<file path="src/rtl/edo_ref_pkg.sv">
package edo_ref_pkg;
  typedef enum logic [3:0] {
    ST_PWR, ST_INITREF, ST_IDLE, ST_HOST, ST_REF,
    ST_SR_CAS, ST_SR_HOLD, ST_SR_PRE, ST_SR_CBR
  } seq_st_e;

  typedef enum logic [1:0] {PH_IDLE, PH_CAS, PH_RAS, PH_PRE} cbr_ph_e;

  localparam int PEND_W = 3;
endpackage

</file>
<file path="src/rtl/edo_cbr_engine.sv">
module edo_cbr_engine import edo_ref_pkg::*; #(
  parameter int T_CSR = 1,
  parameter int T_RAS = 6,
  parameter int T_RP  = 4
) (
  input  logic clk_i,
  input  logic rst_ni,
  input  logic start_i,
  output logic cas_lo_o,
  output logic ras_lo_o,
  output logic done_o,
  output logic idle_o
);
  localparam int M1 = (T_CSR > T_RAS) ? T_CSR : T_RAS;
  localparam int M2 = (M1 > T_RP) ? M1 : T_RP;
  localparam int CW = $clog2(M2 + 1);
  localparam logic [CW-1:0] L_CSR = CW'(T_CSR - 1);
  localparam logic [CW-1:0] L_RAS = CW'(T_RAS - 1);
  localparam logic [CW-1:0] L_RP  = CW'(T_RP - 1);

  cbr_ph_e ph_q;
  logic [CW-1:0] cnt_q;

  always_ff @(posedge clk_i or negedge rst_ni) begin
    if (!rst_ni) begin
      ph_q  <= PH_IDLE;
      cnt_q <= '0;
    end else begin
      unique case (ph_q)
        PH_IDLE: if (start_i) begin ph_q <= PH_CAS; cnt_q <= L_CSR; end
        PH_CAS:  if (cnt_q == 0) begin ph_q <= PH_RAS; cnt_q <= L_RAS; end
                 else cnt_q <= cnt_q - 1'b1;
        PH_RAS:  if (cnt_q == 0) begin ph_q <= PH_PRE; cnt_q <= L_RP; end
                 else cnt_q <= cnt_q - 1'b1;
        PH_PRE:  if (cnt_q == 0) ph_q <= PH_IDLE;
                 else cnt_q <= cnt_q - 1'b1;
        default: ph_q <= PH_IDLE;
      endcase
    end
  end

  assign cas_lo_o = (ph_q == PH_CAS) || (ph_q == PH_RAS);
  assign ras_lo_o = (ph_q == PH_RAS);
  assign done_o   = (ph_q == PH_PRE) && (cnt_q == 0);
  assign idle_o   = (ph_q == PH_IDLE);

  // start only accepted from idle, never mid-cycle
  p_start_idle_r3: assert property (@(posedge clk_i) disable iff (!rst_ni)
    start_i |-> ph_q == PH_IDLE);
endmodule

</file>
<file path="src/rtl/edo_ref_timer.sv">
module edo_ref_timer import edo_ref_pkg::*; #(
  parameter int T_REFI   = 1562,
  parameter int PEND_MAX = 4
) (
  input  logic              clk_i,
  input  logic              rst_ni,
  input  logic              run_i,
  input  logic              take_i,
  output logic [PEND_W-1:0] pend_o
);
  localparam int TW = $clog2(T_REFI + 1);
  localparam logic [TW-1:0] L_REFI = TW'(T_REFI - 1);

  logic [TW-1:0]     tmr_q;
  logic [PEND_W-1:0] pend_q;
  logic              tick;
  logic [PEND_W:0]   pend_sum;

  assign tick     = run_i && (tmr_q == 0);
  assign pend_sum = {1'b0, pend_q} + (PEND_W+1)'(tick) - (PEND_W+1)'(take_i);

  always_ff @(posedge clk_i or negedge rst_ni) begin
    if (!rst_ni) begin
      tmr_q  <= L_REFI;
      pend_q <= '0;
    end else begin
      // halted and held at a full interval while not running
      if (!run_i || tmr_q == 0) tmr_q <= L_REFI;
      else                      tmr_q <= tmr_q - 1'b1;
      pend_q <= (pend_sum > (PEND_W+1)'(PEND_MAX)) ? PEND_W'(PEND_MAX) : pend_sum[PEND_W-1:0];
    end
  end

  assign pend_o = pend_q;

  p_pend_sat_r7: assert property (@(posedge clk_i) disable iff (!rst_ni)
    pend_q <= PEND_W'(PEND_MAX));
  p_take_owed_r7: assert property (@(posedge clk_i) disable iff (!rst_ni)
    take_i |-> pend_q != 0);
endmodule

</file>
<file path="src/rtl/edo_refresh_seq.sv">
module edo_refresh_seq import edo_ref_pkg::*; #(
  parameter int CLK_MHZ  = 100,
  parameter int T_REFI   = CLK_MHZ * 8000 / 512,
  parameter int T_INIT   = CLK_MHZ * 200,
  parameter int INIT_CYC = 8,
  parameter int T_CSR    = 1,
  parameter int T_RAS    = (CLK_MHZ * 60 + 999) / 1000,
  parameter int T_RP     = (CLK_MHZ * 40 + 999) / 1000,
  parameter int T_RASS   = CLK_MHZ * 100,
  parameter int T_CHS    = CLK_MHZ * 100,
  parameter int T_RPS    = (CLK_MHZ * 100 + 999) / 1000
) (
  input  logic clk_i,
  input  logic rst_ni,
  input  logic self_req_i,
  input  logic wake_i,
  input  logic host_req_i,
  input  logic host_ras_ni,
  input  logic host_cas_ni,
  input  logic host_we_ni,
  output logic host_gnt_o,
  output logic ready_o,
  output logic busy_o,
  output logic ras_no,
  output logic cas_no,
  output logic we_no
);
  localparam int T_HOLD = (T_RASS > T_CHS) ? T_RASS : T_CHS;
  localparam int M1 = (T_INIT > T_HOLD) ? T_INIT : T_HOLD;
  localparam int M2 = (M1 > T_RPS) ? M1 : T_RPS;
  localparam int M3 = (M2 > T_CSR) ? M2 : T_CSR;
  localparam int LW = $clog2(M3 + 1);
  localparam int IW = $clog2(INIT_CYC + 1);
  localparam logic [LW-1:0] L_INIT = LW'(T_INIT - 1);
  localparam logic [LW-1:0] L_CSR  = LW'(T_CSR - 1);
  localparam logic [LW-1:0] L_HOLD = LW'(T_HOLD - 1);
  localparam logic [LW-1:0] L_RPS  = LW'(T_RPS - 1);

  seq_st_e           st_q;
  logic [LW-1:0]     cnt_q;
  logic [IW-1:0]     init_q;
  logic              eng_start, eng_done, eng_idle, eng_cas, eng_ras;
  logic [PEND_W-1:0] pend;
  logic              take, t_run;
  logic              ras_d, cas_d, we_d, out_host_q;

  edo_cbr_engine #(.T_CSR(T_CSR), .T_RAS(T_RAS), .T_RP(T_RP)) u_eng (
    .clk_i, .rst_ni, .start_i(eng_start),
    .cas_lo_o(eng_cas), .ras_lo_o(eng_ras), .done_o(eng_done), .idle_o(eng_idle)
  );

  edo_ref_timer #(.T_REFI(T_REFI), .PEND_MAX(4)) u_tmr (
    .clk_i, .rst_ni, .run_i(t_run), .take_i(take), .pend_o(pend)
  );

  assign t_run = (st_q == ST_IDLE) || (st_q == ST_HOST) || (st_q == ST_REF);

  always_comb begin
    eng_start = 1'b0;
    take      = 1'b0;
    unique case (st_q)
      ST_INITREF: eng_start = eng_idle && (init_q != 0);
      ST_IDLE:    if (pend != 0) begin eng_start = 1'b1; take = 1'b1; end
      ST_SR_PRE:  eng_start = (cnt_q == 0);
      default: ;
    endcase
  end

  always_ff @(posedge clk_i or negedge rst_ni) begin
    if (!rst_ni) begin
      st_q   <= ST_PWR;
      cnt_q  <= L_INIT;
      init_q <= IW'(INIT_CYC);
    end else begin
      unique case (st_q)
        ST_PWR:     if (cnt_q == 0) st_q <= ST_INITREF; else cnt_q <= cnt_q - 1'b1;
        ST_INITREF: begin
          if (eng_start) init_q <= init_q - 1'b1;
          if (eng_done && init_q == 0) st_q <= ST_IDLE;
        end
        ST_IDLE: begin
          // refresh owed > self refresh > host
          if (pend != 0)       st_q <= ST_REF;
          else if (self_req_i) begin st_q <= ST_SR_CAS; cnt_q <= L_CSR; end
          else if (host_req_i) st_q <= ST_HOST;
        end
        ST_REF:     if (eng_done) st_q <= ST_IDLE;
        ST_HOST:    if (!host_req_i) st_q <= ST_IDLE;
        ST_SR_CAS:  if (cnt_q == 0) begin st_q <= ST_SR_HOLD; cnt_q <= L_HOLD; end
                    else cnt_q <= cnt_q - 1'b1;
        ST_SR_HOLD: if (cnt_q != 0) cnt_q <= cnt_q - 1'b1;
                    else if (wake_i) begin st_q <= ST_SR_PRE; cnt_q <= L_RPS; end
        ST_SR_PRE:  if (cnt_q == 0) st_q <= ST_SR_CBR; else cnt_q <= cnt_q - 1'b1;
        ST_SR_CBR:  if (eng_done) st_q <= ST_IDLE;
        default:    st_q <= ST_PWR;
      endcase
    end
  end

  always_comb begin
    ras_d = ~eng_ras;
    cas_d = ~eng_cas;
    we_d  = 1'b1;
    unique case (st_q)
      ST_HOST:    begin ras_d = host_ras_ni; cas_d = host_cas_ni; we_d = host_we_ni; end
      ST_SR_CAS:  begin ras_d = 1'b1; cas_d = 1'b0; end
      ST_SR_HOLD: begin ras_d = 1'b0; cas_d = 1'b0; end
      default: ;
    endcase
  end

  always_ff @(posedge clk_i or negedge rst_ni) begin
    if (!rst_ni) begin
      ras_no     <= 1'b1;
      cas_no     <= 1'b1;
      we_no      <= 1'b1;
      out_host_q <= 1'b0;
    end else begin
      ras_no     <= ras_d;
      cas_no     <= cas_d;
      we_no      <= we_d;
      out_host_q <= (st_q == ST_HOST);
    end
  end

  assign host_gnt_o = (st_q == ST_HOST);
  assign ready_o    = t_run;
  assign busy_o     = !((st_q == ST_IDLE) || (st_q == ST_HOST));

  p_cbr_order_r3: assert property (@(posedge clk_i) disable iff (!rst_ni)
    ($fell(ras_no) && !out_host_q) |-> $past(!cas_no));
  p_we_high_r4: assert property (@(posedge clk_i) disable iff (!rst_ni)
    !out_host_q |-> we_no);
  p_wake_ignored_r9: assert property (@(posedge clk_i) disable iff (!rst_ni)
    (st_q == ST_SR_HOLD && cnt_q != 0) |=> st_q == ST_SR_HOLD);
  p_no_host_in_cbr_r7: assert property (@(posedge clk_i) disable iff (!rst_ni)
    (st_q == ST_HOST) |-> !eng_cas);
endmodule

</file>
<file path="config.mk">
export PLATFORM = sky130hd
export DESIGN_NAME = edo_refresh_seq
export DESIGN_NICKNAME = d
export VERILOG_FILES = /design/src/rtl/edo_ref_pkg.sv /design/src/rtl/edo_cbr_engine.sv /design/src/rtl/edo_ref_timer.sv /design/src/rtl/edo_refresh_seq.sv
export SDC_FILE = /design/constraint.sdc
export NUM_CORES = 1
export LEC_CHECK = 0
export ABC_AREA = 1
export CORE_ASPECT_RATIO = 1.1
export CORE_MARGIN = 2
export CORE_UTILIZATION = 45
export DETAILED_ROUTE_END_ITERATION = 10
export MAX_ROUTING_LAYER = met4
export SETUP_SLACK_MARGIN = 0.15
export SYNTH_ARGS = -nofsm -noshare
export SYNTH_HDL_FRONTEND = slang
export SYNTH_SLANG_ARGS = --single-unit
</file>
<file path="constraint.sdc">
create_clock -name clk_i -period 3.3 [get_ports clk_i]
set_clock_uncertainty 0.15 [all_clocks]
set_input_delay 0.33 -clock clk_i [delete_from_list [all_inputs] [get_ports clk_i]]
set_output_delay 0.33 -clock clk_i [all_outputs]
set_load 0.02 [all_outputs]
</file>
# Word level (Yosys, flattened, before mapping)
# Cells that the tools add are included.
[op_classes]
add_sub_neg = 6
order_cmp = 1
eq_ne = 29
mux = 37
bitwise = 2
n_reduce_logical = 28
[ops]
columns = ["cell", "n"]
rows = [
  ["15-bit two-way mux", 6],
  ["15-bit one-hot mux with 4 select lines", 1],
  ["4-bit two-way mux", 11],
  ["4-bit one-hot mux with 8 select lines", 1],
  ["2-bit != test, second input constant", 12],
  ["4-bit by 3-bit equality test with 1-bit output, second input constant", 4],
  ["15-bit zero test", 1],
  ["3-bit two-way mux", 5],
  ["15-bit nonzero test", 1],
  ["15-bit by 1-bit subtractor with 15-bit output, second input constant", 1],
  ["3-bit one-hot mux with 4 select lines", 1],
  ["11-bit zero test", 1],
  ["11-bit two-way mux", 1],
  ["11-bit by 1-bit subtractor with 11-bit output, second input constant", 1],
  ["9-bit AND reduction", 1],
  ["4-bit by 2-bit equality test with 1-bit output, second input constant", 2],
  ["4-bit zero test", 2],
  ["2-bit two-way mux", 4],
  ["2-bit by 1-bit != test with 1-bit output, second input constant", 4],
  ["2-bit one-hot mux with 4 select lines", 1],
  ["4-bit nonzero test", 2],
  ["1-bit one-hot mux with 3 select lines", 2],
  ["2-bit OR reduction", 3],
  ["5-bit AND reduction", 1],
  ["other kinds (22)", 34],
]
[totals]
ff_bits = 45
word_cells = 113

# Longest topological paths before layout
# Gate-level depths: netlist of the first run.
[depth]
depth_word = 8
mapped_depth = 14
depth_no_buf = 14

# Hierarchy
# From an unflattened synthesis of the first run, not the netlist that was laid out.
[unflattened]
cells_unflattened = 435
hier_area_um2 = 3128.0
[modules_own_cells]
columns = ["module", "instances", "cells_each", "area_per_inst_um2", "seq_area_each_um2"]
rows = [
  ["edo_refresh_seq", 1, 273, 1829.3, 666.9],
  ["edo_ref_timer", 1, 102, 863.3, 356.6],
  ["edo_cbr_engine", 1, 60, 435.4, 125.1],
]

# Worst setup path after synthesis of the first run
# OpenSTA, ideal clock, no wires.
[synth_timing]
path_type = "flip-flop to flip-flop"
from = "register st_q[1]"
to = "register u_tmr.pend_q[0], in the netlist u_tmr.pend_o[0]"
setup_time_ns = 0.118
t_arrival_ns = 2.387
setup_slack_ns = 0.645
stages_incl_launch_ff = 11
cell_sequence = "dfrtp_1 -> nor2_1 -> inv_1 -> o21ai_0 -> nor3b_1 -> ha_1 -> inv_1 -> fa_1 -> xor2_1 -> nand3_1 -> nor2_1"
[synth_between]
elab_chain_len = 8
[synth_lines]
columns = ["item", "line_no", "rtl"]
rows = [
  ["from (decl)", "edo_refresh_seq.sv:39", "seq_st_e st_q;"],
  ["from (signal assigned)", "edo_refresh_seq.sv:71", "st_q <= ST_PWR;"],
  ["from (signal assigned)", "edo_refresh_seq.sv:76", "ST_PWR: if (cnt_q == 0) st_q <= ST_INITREF; else cnt_q <= cnt_q - 1'b1;"],
  ["from (signal assigned)", "edo_refresh_seq.sv:79", "if (eng_done && init_q == 0) st_q <= ST_IDLE;"],
  ["4-bit by 2-bit equality test with 1-bit output", "edo_refresh_seq.sv:56", "assign t_run = (st_q == ST_IDLE) || (st_q == ST_HOST) || (st_q == ST_REF);"],
  ["1-bit logical OR", "edo_refresh_seq.sv:56", ""],
  ["1-bit logical OR (*)", "edo_refresh_seq.sv:56", ""],
  ["named net ready_o", "edo_refresh_seq.sv:22", "output logic ready_o,"],
  ["1-bit logical AND (*)", "edo_ref_timer.sv:19", "assign tick = run_i && (tmr_q == 0);"],
  ["3-bit by 1-bit adder with 4-bit output (*)", "edo_ref_timer.sv:20", "assign pend_sum = {1'b0, pend_q} + (PEND_W+1)'(tick) - (PEND_W+1)'(take_i);"],
  ["4-bit by 1-bit subtractor with 4-bit output (*)", "edo_ref_timer.sv:20", ""],
  ["4-bit by 3-bit greater-than comparator with 1-bit output", "edo_ref_timer.sv:30", "pend_q <= (pend_sum > (PEND_W+1)'(PEND_MAX)) ? PEND_W'(PEND_MAX) : pend_sum[PEND_W-1:0];"],
  ["3-bit two-way mux (*)", "edo_ref_timer.sv:30", ""],
  ["to (signal assigned)", "edo_ref_timer.sv:30", ""],
  ["to (decl)", "edo_ref_timer.sv:15", "logic [PEND_W-1:0] pend_q;"],
]
# The timed path passes the listed nets; every way through them passes the cells marked *.
# A chain may end at the register's enable or synchronous reset.

# Worst setup path in the final report of the first run
[layout_timing]
from = "register u_tmr.tmr_q[0]"
to = "register u_tmr.pend_q[0], in the netlist u_tmr.pend_o[0]"
[layout_between]
elab_chain_len = 6
[layout_lines]
columns = ["item", "line_no", "rtl"]
rows = [
  ["from (decl)", "edo_ref_timer.sv:14", "logic [TW-1:0] tmr_q;"],
  ["from (signal assigned)", "edo_ref_timer.sv:29", "else tmr_q <= tmr_q - 1'b1;"],
  ["11-bit zero test (*)", "edo_ref_timer.sv:19", ""],
  ["1-bit logical AND (*)", "edo_ref_timer.sv:19", ""],
  ["3-bit by 1-bit adder with 4-bit output (*)", "edo_ref_timer.sv:20", ""],
  ["4-bit by 1-bit subtractor with 4-bit output (*)", "edo_ref_timer.sv:20", ""],
  ["4-bit by 3-bit greater-than comparator with 1-bit output", "edo_ref_timer.sv:30", ""],
  ["3-bit two-way mux (*)", "edo_ref_timer.sv:30", ""],
]
# Mark *: on every way between the ends. The rest lies on a longest branch, timed or not.

==> results.toml, run 1 <==
[worst_setup_path]
arrival_ns = 2.89
path_max_fanout = 4
critPathRequiredTime_ns = 3.39
end_kind = "flip-flop"
rr_worst_depth = 14
cp-start-kind = "flip-flop"
critPathKind = "flip-flop to flip-flop"

[cts]
cts_tree = "yes"
clk_pin_slew_ns = 0.10
htreeDepth = 2
worstSkewPairLatency_ns = 0.31
numClockSinks = 45
clock_path_buffers = 2
cts_buffers = 5
clk_root_buffer_cell = "clkbuf_8"

[logic_synthesis]
synth_area_leaders = "dfrtp_1, dfstp_2, nand2_1, nor2_1, inv_1"
ys_ff_latch = 45
synth_top_area_share_pct = 22.2
synthFlopType = "dfrtp_1"
async_flop_share_pct = 100
netlist_area_um2 = 3040
yosysWarnings = 0
seq_area_frac_synth_pct = 37.7
syn-num-nets = 442
syn_avg_cell_area_um2 = 7.28
synth_area_leader_cell = "dfrtp_1"
ys_types = 37
synth-edff-count = 0
syn_inst = 418

[final_layout]
syn2layout_area_growth_pct = 10.1
antenna_cells = 0
design_area_um2 = 3350
drive_gt1_share_pct = 14.4
nets = 460

[power]
swShare_pct = 23.9
p_seq_share_pct = 59.0
leakage_nw = 1.50
switchingPower_uw = 223
p_per_area_nw_per_um2 = 279
ir_drop_uv = 148
p_int_uw = 712
combPwrFrac_pct = 2.1
pwr-share-clk_pct = 38.9

[global_route]
grt_pass1_vias = 2548
antenna_found_initial = 0
grt_overflow = 0
grt_max_degree = 46
track_usage_pct = 19.9
grt_pass1_wl_mm = 11.4

[sta]
rsz0062_at_grt = "no"
worst_slew_pin_slew_ns = 0.996
fin_crit_sh_pct = 84.8
finalCriticalPeriod_ns = 2.80
setup_tns_ns = 0
max-slew-margin-rel_pct = 33.6
fmax_mhz = 357
final-max-slew-violation-count = 0
final_hold_viol_count = 0
setup_viol = 0

[place]
hpwl_mm = 4.76
io_buffers = 13
gp_congestion = 0.831
place_area_um2 = 3250

[drt]
route.detailed.drc = 0
via_per_inst = 5.02
num_vias = 2607
drtIter0Drc = 153
wl_mm = 6.27
drtPass1Iterations = 4
ant_nets = 0
routedWlPerCell_um = 12.1

[floorplan]
io_pins = 14
core_um2 = 6560
die_area_um2 = 7440
die_h_um = 90.3
num_rows = 31
die_w_um = 82.4
start_util_pct = 46.4

[hold_path]
hold_path_class = "primary input to async pin"

[outcome]
outcome = "complete, no violations"

[run]
cap_violations = 0
## power by group through the flow
stage               logic [mW]  registers, mW  clock network (mW)
CTS                     0.0206          0.552               0.384
global placement        0.0205          0.562                   0
floorplan             0.000880          0.562                   0
finish                  0.0193          0.552               0.364
global route            0.0227          0.552               0.407
detailed placement      0.0207          0.562                   0
## sequential cells by signal (all words and copies together) (netlist names)
| name | count |
|---|---|
| st_q | 4 |
| u_tmr.pend_o | 3 |
| ras_no | 1 |
| cas_no | 1 |
| u_tmr.tmr_q | 11 |
| init_q | 4 |
| cnt_q | 15 |
| we_no | 1 |
| u_eng.ph_q | 2 |
| u_eng.cnt_q | 3 |
## per-layer routing
| layer | wire length, um | track usage, % |
|---|---|---|
| met1 | 2980 | 25.8 |
| met2 | 3060 | 31.9 |
| met3 | 158 | 3.70 |
| met4 | 70 | 4.72 |
| met5 | 0 | - |
## cell families after synthesis
logic type	count (synthesis)	share of synthesized area, %
fa+ha+maj	16	6.82
simple gates	236	34.5
flops	45	37.7
xor+xnor	15	4.32
buf+inv	64	8.34
compound gates	42	8.30
## stage by stage
stage | hold WS [ns] | instances | setup WS (ns) | power [mW] | util [%]
after floorplan | -0.116 | 418 | 0.645 | 0.563 | -
after global placement | 0.307 | 511 | 0.543 | 0.583 | 49.6
after detailed placement | 0.311 | 511 | 0.407 | 0.583 | 49.6
after CTS | 0.0748 | 519 | 0.381 | 0.956 | 51.1
after global routing | 0.119 | 519 | 0.166 | 0.982 | 51.1
final | 0.0288 | 519 | 0.502 | 0.936 | 51.1
## worst max-delay path, stage by stage (launching register included)
cell	delay [ns]
dfstp_2	0.39
inv_1	0.07
ha_1	0.17
nand2_1	0.08
nor2_1	0.16
nand3_1	0.14
nor3_2	0.22
nand2_1	0.11
nor3b_1	0.22
ha_1	0.20
inv_1	0.06
fa_1	0.37
xor2_1	0.14
nand3_1	0.13
nor2_1	0.11
## layout by cell type, fill, tap and decap left out, types with 2 or more instances in the layout
cell type        netlist  routed
dfstp_2               18      18
xnor2_1                2       2
nor3_1                 4       3
clkdlybuf4s50_1        0      12
nand3_1               38      38
nand2_2                8       8
clkbuf_8               0       5
ha_1                  15      15
nor2_4                 2       2
nor2_2                 6       6
o21ai_0               15      15
inv_1                 53      53
xor2_1                13      13
nor3b_1                2       2
a21oi_1                7       7
inv_2                  7       7
o21ai_2                6       6
dfrtp_1               27      27
o21ai_1                8       8
nor2_1                56      56
nand4_1                7       7
nand2_1              107     107
## worst paths after layout
path                                      from              end  slack, ns
worst max-delay path            u_tmr.tmr_q[0]  u_tmr.pend_o[0]       0.50
worst min-delay path                    rst_ni   u_tmr.tmr_q[2]       0.03
worst max register to register  u_tmr.tmr_q[0]  u_tmr.pend_o[0]       0.50
worst min register to register  u_tmr.tmr_q[0]   u_tmr.tmr_q[0]       0.33
max in group asynchronous               rst_ni   u_eng.cnt_q[0]       2.36
min in group clk_i              u_tmr.tmr_q[0]   u_tmr.tmr_q[0]       0.33
## synth_stat cells, types with 2 or more instances
| cell | n |
|---|---|
| a21oi_1 | 7 |
| dfrtp_1 | 27 |
| dfstp_2 | 18 |
| ha_1 | 15 |
| inv_1 | 53 |
| inv_2 | 7 |
| nand2_1 | 107 |
| nand2_2 | 8 |
| nand3_1 | 38 |
| nand4_1 | 7 |
| nor2_1 | 56 |
| nor2_2 | 6 |
| nor2_4 | 2 |
| nor3_1 | 4 |
| nor3b_1 | 2 |
| o21ai_0 | 15 |
| o21ai_1 | 8 |
| o21ai_2 | 6 |
| xnor2_1 | 2 |
| xor2_1 | 13 |
## timing repair
| item | 4_1_cts | 5_1_grt |
|---|---|---|
| hold buffers | 0 | 0 |
| buffers inserted | 0 | 0 |
| resized for setup | 0 | 1 |
| endpoints found under the setup margin | 0 | 3 |
## area by class of cell
type	instances	area, um^2
clock buffers	5	68.8
clock inverters	3	25.0
fillers	661	3200
inverters	62	235
multi-input cells	309	1650
flip-flops and latches	45	1150
well taps	82	103
repair buffers	13	125
Power figures use the tool's default switching activity.
==> inputs of run 2 (changes only) <==
- clock period: 3.3 -> 2.9 ns (I/O delays scaled with it)
==> results.toml, run 2 (synthesis results as in run 1) <==
[place]
hpwl_mm = 4.86
gp_congestion = 0.841
pre_cts_slack_ns = 0.0242
place_area_um2 = 3260
io_buffers = 13

[drt]
drtPass1Iterations = 4
routedWlPerCell_um = 12.3
wl_met3_um = 134
ant_nets = 0
drt-met1-wl_mm = 2.99
num_vias = 2618
wl_mm = 6.42
dr_wl_met2_mm = 3.18
topRoutingLayerUsed = "met4"
drtIter0Drc = 127
route.detailed.drc = 0
via_per_inst = 5.01

[cts]
clk_pin_slew_ns = 0.10
clk_root_buffer_cell = "clkbuf_8"
cts_buffers = 5
worstSkewPairLatency_ns = 0.31
numClockSinks = 45
htreeDepth = 2
cts_tree = "yes"
clock_path_buffers = 2
cts_hold_buf = 0

[floorplan]
core_um2 = 6560
die_w_um = 82.4
num_rows = 31
start_util_pct = 46.4
io_pins = 14
die_area_um2 = 7440
die_h_um = 90.3

[final_layout]
antenna_cells = 0
top_regs = "cnt_q x15, u_tmr.tmr_q x11"
drive_gt1_share_pct = 17.5
most-common-layout-cells = "nand2_1, nor2_1, inv_1"
nets = 464
largest_reg_flops = 15
syn2layout_area_growth_pct = 12.4
final_common_cell = "nand2_1"
top_register = "cnt_q"
design_area_um2 = 3420

[power]
swShare_pct = 23.8
combPwrFrac_pct = 2.2
leakage_nw = 1.51
p_int_uw = 808
ir_drop_uv = 174
power.total_mw = 1.06
switchingPower_uw = 253
p_per_area_nw_per_um2 = 310
pwr-share-clk_pct = 38.6
p_seq_share_pct = 59.2

[global_route]
grt_pass1_wl_mm = 11.6
grt_overflow = 0
grt_max_degree = 44
track_usage_pct = 20.3
grt_pass1_vias = 2630
antenna_found_initial = 0

[outcome]
outcome = "complete, but fails checks"
violations = "hold timing"

[sta]
rsz0062_at_grt = "yes"
fin_ws_ns = 0.262
fin_crit_sh_pct = 91.0
worst_slew_pin_slew_ns = 0.954
setup_viol = 0
final_hold_viol_count = 27
setup_tns_ns = 0
final-max-slew-violation-count = 0
finalCriticalPeriod_ns = 2.64
hold_slack_ns = -0.0282
max-slew-margin-rel_pct = 36.4
fmax_mhz = 379

[worst_setup_path]
cp-start-kind = "flip-flop"
path_buf_inv = 2
crit_family = "simple AND/OR/NAND/NOR gates"
arrival_ns = 2.73
slowest_stage = "dfrtp_1"
critPathRequiredTime_ns = 2.99
path_max_fanout = 3
critPathKind = "flip-flop to flip-flop"
end_kind = "flip-flop"
cp_cell_sequence = "inv_1 > ha_2 > nand2_2 > nor2_4 > nand3_4 > nor3_4 > nand2_2 > nor3b_2 > ha_2 > inv_2 > fa_2 > xor2_1 > nand3_1 > nor2_1"
slowest_delay_ns = 0.39

[run]
cap_violations = 0

[hold_path]
hold_path_class = "primary input to async pin"
-- run 2: timing repair --
item | CTS | global route
setup buffers | 0 | 3
setup endpoints to repair | 3 | 3
resized for setup | 2 | 12
pin swaps | 0 | 10
-- run 2: metrics by stage --
| step | hold slack, ns | std cells | utilization (%) |
|---|---|---|---|
| floorplan | -0.156 | 418 | - |
| global placement | 0.306 | 512 | 49.7 |
| finish | -0.0282 | 523 | 52.2 |
| global route | 0.0696 | 523 | 52.2 |
| detailed placement | 0.309 | 512 | 49.7 |
| CTS | 0.0171 | 520 | 51.3 |
-- run 2: power groups by stage --
| stage | registers, mW | logic, mW | clock network, mW |
|---|---|---|---|
| 6_report | 0.628 | 0.0232 | 0.409 |
| 5_1_grt | 0.629 | 0.0274 | 0.443 |
| 4_1_cts | 0.628 | 0.0248 | 0.427 |
| 3_5_place_dp | 0.640 | 0.0248 | 0 |
| 3_3_place_gp | 0.640 | 0.0245 | 0 |
| 2_1_floorplan | 0.640 | 0.00100 | 0 |
-- run 2: cell type report --
class,instances,area (um^2)
Clock inverter,3,21.3
Fill cell,657,3130
Tap cell,82,103
Clock buffer,5,68.8
Multi-Input combinational cell,309,1690
Timing Repair Buffer,17,155
Sequential cell,45,1150
Inverter,62,235
-- run 2: path summary, 6_finish.rpt --
kind | from | endpoint | slack (ns) | depth (start not counted)
setup / recovery | u_tmr.tmr_q[1] | u_tmr.pend_o[0] | 0.26 | 14
hold / removal | rst_ni | cnt_q[7] | -0.03 | 1
setup reg to reg | u_tmr.tmr_q[1] | u_tmr.pend_o[0] | 0.26 | 14
hold reg to reg | u_eng.cnt_q[1] | u_eng.cnt_q[1] | 0.34 | 2
max in group asynchronous | rst_ni | cnt_q[0] | 1.92 | 2
min in group clk_i | u_eng.cnt_q[1] | u_eng.cnt_q[1] | 0.34 | 2
-- run 2: routing by layer --
metal | vias up | track usage, %
met1 | 1213 | 25.7
li1 | 1368 | -
met3 | 13 | 3.40
met4 | 0 | 6.81
met5 | - | -
met2 | 24 | 32.5
